File: src/rtl/tap_user_bridge.sv
module tap_user_bridge #(
  parameter int IR_W = 8,
  parameter logic [IR_W-1:0] USR1_OP = 'h32,
  parameter logic [IR_W-1:0] USR2_OP = 'h38,
  parameter logic [IR_W-1:0] BYP_OP  = '1
) (
  input  logic tck,
  input  logic tms,
  input  logic tdi,
  input  logic por_n,
  output logic tdo,
  output logic tdo_oe,
  output logic fab_tck,
  output logic fab_tdi,
  output logic fab_shift,
  output logic fab_update,
  output logic fab_rst_n,
  output logic usr_en1,
  output logic usr_en2,
  output logic usr_run1,
  output logic usr_run2,
  input  logic usr_tdo1,
  input  logic usr_tdo2
);

  localparam logic [IR_W-1:0] IR_CAP = {{(IR_W-2){1'b0}}, 2'b01};

  typedef enum logic [3:0] {
    S_TLR, S_RTI, S_SEL_DR, S_CAP_DR, S_SHIFT_DR, S_EXIT1_DR, S_PAUSE_DR, S_EXIT2_DR,
    S_UPD_DR, S_SEL_IR, S_CAP_IR, S_SHIFT_IR, S_EXIT1_IR, S_PAUSE_IR, S_EXIT2_IR, S_UPD_IR
  } tap_st_t;

  tap_st_t state, nxt;
  logic [IR_W-1:0] ir, ir_sr;
  logic byp;
  logic tdo_q, oe_q;

  always_comb begin
    case (state)
      S_TLR:      nxt = tms ? S_TLR      : S_RTI;
      S_RTI:      nxt = tms ? S_SEL_DR   : S_RTI;
      S_SEL_DR:   nxt = tms ? S_SEL_IR   : S_CAP_DR;
      S_CAP_DR:   nxt = tms ? S_EXIT1_DR : S_SHIFT_DR;
      S_SHIFT_DR: nxt = tms ? S_EXIT1_DR : S_SHIFT_DR;
      S_EXIT1_DR: nxt = tms ? S_UPD_DR   : S_PAUSE_DR;
      S_PAUSE_DR: nxt = tms ? S_EXIT2_DR : S_PAUSE_DR;
      S_EXIT2_DR: nxt = tms ? S_UPD_DR   : S_SHIFT_DR;
      S_UPD_DR:   nxt = tms ? S_SEL_DR   : S_RTI;
      S_SEL_IR:   nxt = tms ? S_TLR      : S_CAP_IR;
      S_CAP_IR:   nxt = tms ? S_EXIT1_IR : S_SHIFT_IR;
      S_SHIFT_IR: nxt = tms ? S_EXIT1_IR : S_SHIFT_IR;
      S_EXIT1_IR: nxt = tms ? S_UPD_IR   : S_PAUSE_IR;
      S_PAUSE_IR: nxt = tms ? S_EXIT2_IR : S_PAUSE_IR;
      S_EXIT2_IR: nxt = tms ? S_UPD_IR   : S_SHIFT_IR;
      S_UPD_IR:   nxt = tms ? S_SEL_DR   : S_RTI;
      default:    nxt = S_TLR;
    endcase
  end

  always_ff @(posedge tck or negedge por_n)
    if (!por_n) state <= S_TLR;
    else        state <= nxt;

  always_ff @(posedge tck or negedge por_n)
    if (!por_n) begin
      ir      <= BYP_OP;
      ir_sr   <= IR_CAP;
      byp     <= 1'b0;
      fab_tdi <= 1'b0;
    end else begin
      fab_tdi <= tdi;
      case (state)
        S_TLR:      ir    <= BYP_OP;
        S_CAP_IR:   ir_sr <= IR_CAP;
        S_SHIFT_IR: ir_sr <= {tdi, ir_sr[IR_W-1:1]};
        S_UPD_IR:   ir    <= ir_sr;
        S_CAP_DR:   byp   <= 1'b0;
        S_SHIFT_DR: byp   <= tdi;
        default: ;
      endcase
    end

  wire sel1 = (ir == USR1_OP);
  wire sel2 = (ir == USR2_OP);

  always_ff @(negedge tck or negedge por_n)
    if (!por_n) begin
      tdo_q <= 1'b0;
      oe_q  <= 1'b0;
    end else begin
      oe_q <= (state == S_SHIFT_IR) || (state == S_SHIFT_DR);
      if (state == S_SHIFT_IR)      tdo_q <= ir_sr[0];
      else if (state == S_SHIFT_DR) tdo_q <= sel1 ? usr_tdo1 : sel2 ? usr_tdo2 : byp;
    end

  assign tdo        = tdo_q;
  assign tdo_oe     = oe_q;
  assign fab_tck    = tck;
  assign fab_shift  = (state == S_SHIFT_DR);
  assign fab_update = (state == S_UPD_DR);
  assign fab_rst_n  = (state != S_TLR);
  assign usr_en1    = sel1 && ((state == S_CAP_DR) || (state == S_SHIFT_DR));
  assign usr_en2    = sel2 && ((state == S_CAP_DR) || (state == S_SHIFT_DR));
  assign usr_run1   = sel1 && (state == S_RTI);
  assign usr_run2   = sel2 && (state == S_RTI);

  logic [2:0] tms_run;
  always_ff @(posedge tck or negedge por_n)
    if (!por_n)             tms_run <= '0;
    else if (!tms)          tms_run <= '0;
    else if (tms_run != 5)  tms_run <= tms_run + 3'd1;

  AST_TMS_FIVE: assert property (@(posedge tck) disable iff (!por_n)
    (tms_run == 3'd5) |-> (state == S_TLR));
  AST_IR_RESET: assert property (@(posedge tck) disable iff (!por_n)
    (state == S_TLR) |=> (ir == BYP_OP));
  AST_IR_CAPTURE: assert property (@(posedge tck) disable iff (!por_n)
    (state == S_CAP_IR) |=> (ir_sr[1:0] == 2'b01));
  AST_TDI_COPY: assert property (@(posedge tck) disable iff (!por_n)
    1'b1 |=> (fab_tdi == $past(tdi)));
  AST_UPDATE_PATH: assert property (@(posedge tck) disable iff (!por_n)
    fab_update |-> ($past(state) == S_EXIT1_DR || $past(state) == S_EXIT2_DR));
  AST_IR_HELD_DR: assert property (@(posedge tck) disable iff (!por_n)
    (state == S_SHIFT_DR) |=> $stable(ir));

endmodule

File: config.mk
export PLATFORM = sky130hd
export DESIGN_NAME = tap_user_bridge
export DESIGN_NICKNAME = d
export VERILOG_FILES = /design/src/rtl/tap_user_bridge.sv
export SDC_FILE = /design/constraint.sdc
export NUM_CORES = 1
export LEC_CHECK = 0
export BUFFER_PORTS_ARGS = -buffer_cell sky130_fd_sc_hd__buf_2
export CORE_MARGIN = 10
export CORE_UTILIZATION = 50
export DETAILED_ROUTE_END_ITERATION = 16
export PLACE_DENSITY = 0.73
export SETUP_SLACK_MARGIN = 0.1
export SYNTH_ARGS = -nofsm -noshare
export SYNTH_HDL_FRONTEND = slang
export SYNTH_SLANG_ARGS = --single-unit
File: constraint.sdc
create_clock -name tck -period 1.8 [get_ports tck]
set_clock_uncertainty 0.05 [all_clocks]
set_input_delay 0.18 -clock tck [delete_from_list [all_inputs] [get_ports tck]]
set_output_delay 0.18 -clock tck [all_outputs]
set_load 0.005 [all_outputs]
# Word-level counts from Yosys, hierarchy flattened
# Cells that the tools add are included.
# classes
n_eq_ne	17
n_mux	20
reduce_logical	15
# ops
op	n
4-bit case mux with 12 select lines	1
4-bit equality test (second input constant)	8
8-bit case mux with 2 select lines	2
4-bit by 3-bit equality test with 1-bit output (second input constant)	4
8-bit by 6-bit equality test with 1-bit output (second input constant)	2
4-bit two-way mux	4
4-bit by 2-bit equality test with 1-bit output (second input constant)	2
2-bit nonzero test	4
1-bit two-way mux	7
2-bit two-way mux	3
3-bit two-way mux	2
4-bit by 1-bit equality test with 1-bit output (second input constant)	1
1-bit logical AND	4
4-bit logical NOT	1
4-bit nonzero test	1
2-bit OR reduction	2
3-bit OR reduction	1
1-bit logical OR	2
1-bit case mux with 2 select lines	1
# totals
regBits	24
input_bits	6
out_inout_bits	11
word_cells	59

# Logic depth before layout (Yosys ltp)
# logic_depth
word_depth	5
ltp_mapped	6

==> results.tsv <==
stage	metric	value	unit
power	p_leak	0.746	nW
logic_synthesis	ys_warn_count	0	
finish	fill_cells	188	
worst_setup_path	cp.required	1.57	ns
floorplanning	core-area	2480	um^2
status	status	complete, but fails checks	
power	internal_power	1.39	mW
grt	grt_max_degree	19	
placement	dp_hpwl	2.24	mm
floorplanning	placementRows	18	
clock_network	clk-insertion-delay-late	0.41	ns
hold_path	hp-class	input pin to flip-flop	
floorplanning	io_pins	17	
clock_network	cts_tree	yes	
finish	fin_area	1680	um^2
placement	preCtsSetupSlack	-0.624	ns
grt	grt_pass1_wl	5.38	mm
power	swShare	39.8	%
sta	fmax	400	MHz
grt	gr-total-overflow	0	
grt	antenna_found_initial	0	
power	vdd_drop_max	1.27	mV
status	violations	negative setup slack	
worst_setup_path	critPathArrivalTime	2.27	ns
finish	layout.nets	192	
logic_synthesis	syn_area_per_cell	8.73	um^2
clock_network	cts.clk_slew.worst_paths	0.14	ns
worst_setup_path	critPathLaunchType	flip-flop	
detailed_routing	drt_wl_total	3.12	mm
worst_setup_path	cp_slowest_cell	dfstp_2	
placement	dpl.cell_count	203	
worst_setup_path	critPathMaxStageDelay	0.55	ns
logic_synthesis	yosysSeqAreaShare	47.0	%
worst_setup_path	critPathMaxFanout	3	
sta	finalSetupViolCount	9	
placement	gp_congestion	0.844	
worst_setup_path	cpMostUsedCell	or3_4	
sta	final_hold_viol_count	0	
floorplanning	start_util	52.5	%
power	seqPwrFrac	35.1	%
sta	final.min_clock_period	2.50	ns
placement	port_buffers	16	
detailed_routing	routed_via_density	5.63	
sta	relSlewSlack	65.8	%
finish	fin_util	67.7	%
power	switchingPower	0.920	mW
detailed_routing	drt-pass1-iter-count	4	
floorplanning	die_w	71.0	um
sta	slew_violations	0	
finish	antenna_cells	0	
power	clockPowerShare	15.8	%
worst_setup_path	worstSetupEndpointType	output pin	
job	drv_cap	0	
detailed_routing	num_vias	1211	
sta	timing.final.crit_share	139	%
logic_synthesis	netlist_area	1300	um^2
grt	grt_util_all_layers	12.6	%
detailed_routing	drtIter0Drc	73	
power	combPwrFrac	49.1	%
sta	setup_ws	-0.701	ns
worst_setup_path	crit_chain	nand4bb_1, or3_4, buf_6, or3_4, nor3b_2, buf_2	
detailed_routing	ant_nets	0	
power	power.total	2.31	mW
sta	max_slew.worst_pin.slew	0.512	ns
floorplanning	dieArea	5040	um^2
detailed_routing	routedWlPerCell	14.5	um
placement	placed_area	1530	um^2
sta	rsz0062_at_grt	true	
logic_synthesis	synth.distinct_cells	38	
finish	instances_no_fill	215	
logic_synthesis	synth-seq-cells	24	
finish	area_delta_synth_final	28.8	%
power	p_per_area	1380	nW/um^2
worst_setup_path	path_class	flip-flop to output pin	
grt	grt_pass1_vias	1200	
detailed_routing	drc_errors	0	
finish	layout-drive-gt1-share	35.7	%
logic_synthesis	synth_nets	155	
logic_synthesis	synth_cells	149	
floorplanning	die_h	71.0	um
-- critical path: cells and delay by family (launching register included) --
family / cells / cell delay (ns)
AND/OR/NAND/NOR: 4 / 1.03
flip-flops: 1 / 0.55
buffers and inverters: 2 / 0.27
-- through the flow --
step	TNS (ns)	hold WS (ns)
after floorplan	-0.855	-0.166
after global placement	-1.39	-0.0127
after detailed placement	-1.59	-0.00601
after CTS	-4.04	0.0341
after global routing	-4.74	0.0365
final	-3.98	0.0352
-- routing by layer --
metal | up-vias | wire length (um) | part of all wire, % | global-route usage (%)
met3 | 3 | 221 | 7.1 | 3.91
met5 | - | 0 | 0 | 0
met2 | 34 | 1510 | 48 | 21.0
met1 | 576 | 1380 | 44 | 14.9
li1 | 598 | - | - | -
met4 | 0 | 12 | 0.38 | 4.09
-- logic make-up (layout without fill, tap and decap cells) --
logic type             after synthesis  in the layout  share of synthesized area [%]
AND/OR/NAND/NOR                     63             63                           25.5
multiplexers                         2              2                           1.54
AO/OA/AOI/OAI                       43             43                           20.0
flip-flops                          24             24                           47.0
XOR/XNOR                             1              1                          0.673
buffers and inverters               16             52                           5.29
-- sequential cells by signal, summed over array words and instances (netlist names) --
signal	flops
state	4
byp	1
ir	8
tdo_oe	1
ir_sr	8
tdo	1
fab_tdi	1
-- placed cells by master (no fill, tap or decap), types with 3 or more instances in the layout --
cell      Yosys  layout
nand2_1      31      30
buf_4         1      21
o21ai_0      17      17
buf_2         4      15
dfrtp_1      13      13
dfstp_2       9       9
nor2_1        8       8
a22oi_1       8       8
a21oi_1       6       6
clkbuf_4      0       6
buf_6         0       4
nand3b_1      3       3
a31oi_1       3       3
-- power by group through the flow --
| stage | Clock [mW] | Sequential (mW) | Combinational, mW |
|---|---|---|---|
| 2_1_floorplan | 0.0360 | 0.786 | 0.739 |
| 3_3_place_gp | 0.0241 | 0.812 | 1.02 |
| 3_5_place_dp | 0.0241 | 0.820 | 1.05 |
| 4_1_cts | 0.373 | 0.810 | 1.09 |
| 5_1_grt | 0.408 | 0.833 | 1.26 |
| 6_report | 0.365 | 0.811 | 1.14 |
-- final cells by class --
type | instances | area [um^2] | area share, %
multi-input combinational | 109 | 669 | 39.9
sequential | 24 | 612 | 36.5
timing repair buffer | 41 | 293 | 17.5
clock buffer | 8 | 53.8 | 3.21
tap | 30 | 37.5 | 2.24
inverter | 3 | 11.3 | 0.672
-- cell usage after synthesis (all sizes together) --
| master | number | share of area (%) |
|---|---|---|
| nor4 | 2 | 0.96 |
| a21oi | 6 | 2.3 |
| xnor2 | 1 | 0.67 |
| a31oi | 3 | 1.4 |
| a221o | 1 | 0.77 |
| nor2 | 8 | 2.3 |
| o21a | 1 | 0.58 |
| nor4b | 1 | 0.67 |
| nor2b | 1 | 0.48 |
| o22ai | 2 | 0.96 |
| or4b | 1 | 0.77 |
| buf | 7 | 2.7 |
| dfrtn | 2 | 3.8 |
| dfrtp | 13 | 25 |
| and3b | 1 | 0.67 |
| nor3 | 4 | 1.9 |
| nand2 | 31 | 8.9 |
| a21o | 1 | 0.58 |
| nand4b | 1 | 0.67 |
| a22oi | 8 | 4.6 |
| clkbuf | 6 | 1.7 |
| nand4bb | 1 | 0.87 |
| or3 | 2 | 1.7 |
| nor3b | 2 | 1.5 |
| o21ai | 18 | 6.9 |
| nand3b | 3 | 1.7 |
| mux2i | 2 | 1.5 |
| o211ai | 2 | 1.2 |
| dfstp | 9 | 18 |
| o32ai | 1 | 0.67 |
| inv | 3 | 0.87 |
| nand2b | 3 | 1.4 |
| nand3 | 2 | 0.77 |
-- worst paths after layout --
path                            cells after the start        to  startpoint  slack [ns]
worst max-delay path                                6   usr_en1       ir[5]       -0.70
worst min-delay path                                2  state[2]         tms        0.04
worst max register to register                      4       tdo       ir[5]       -0.64
worst min register to register                      2  ir_sr[0]    ir_sr[0]        0.46
max in group asynchronous                           2       tdo       por_n        0.63
min in group asynchronous                           2   fab_tdi       por_n        0.07
-- what timing repair did --
action / in CTS / in global routing
endpoints found under the hold margin: 15 / 0
resized for setup: 4 / 8
hold buffers: 2 / 0
setup endpoints to repair: 9 / 11
pin swaps: 7 / 5
setup buffers: 1 / 3
No activity file was read; power rests on OpenSTA's default activity.
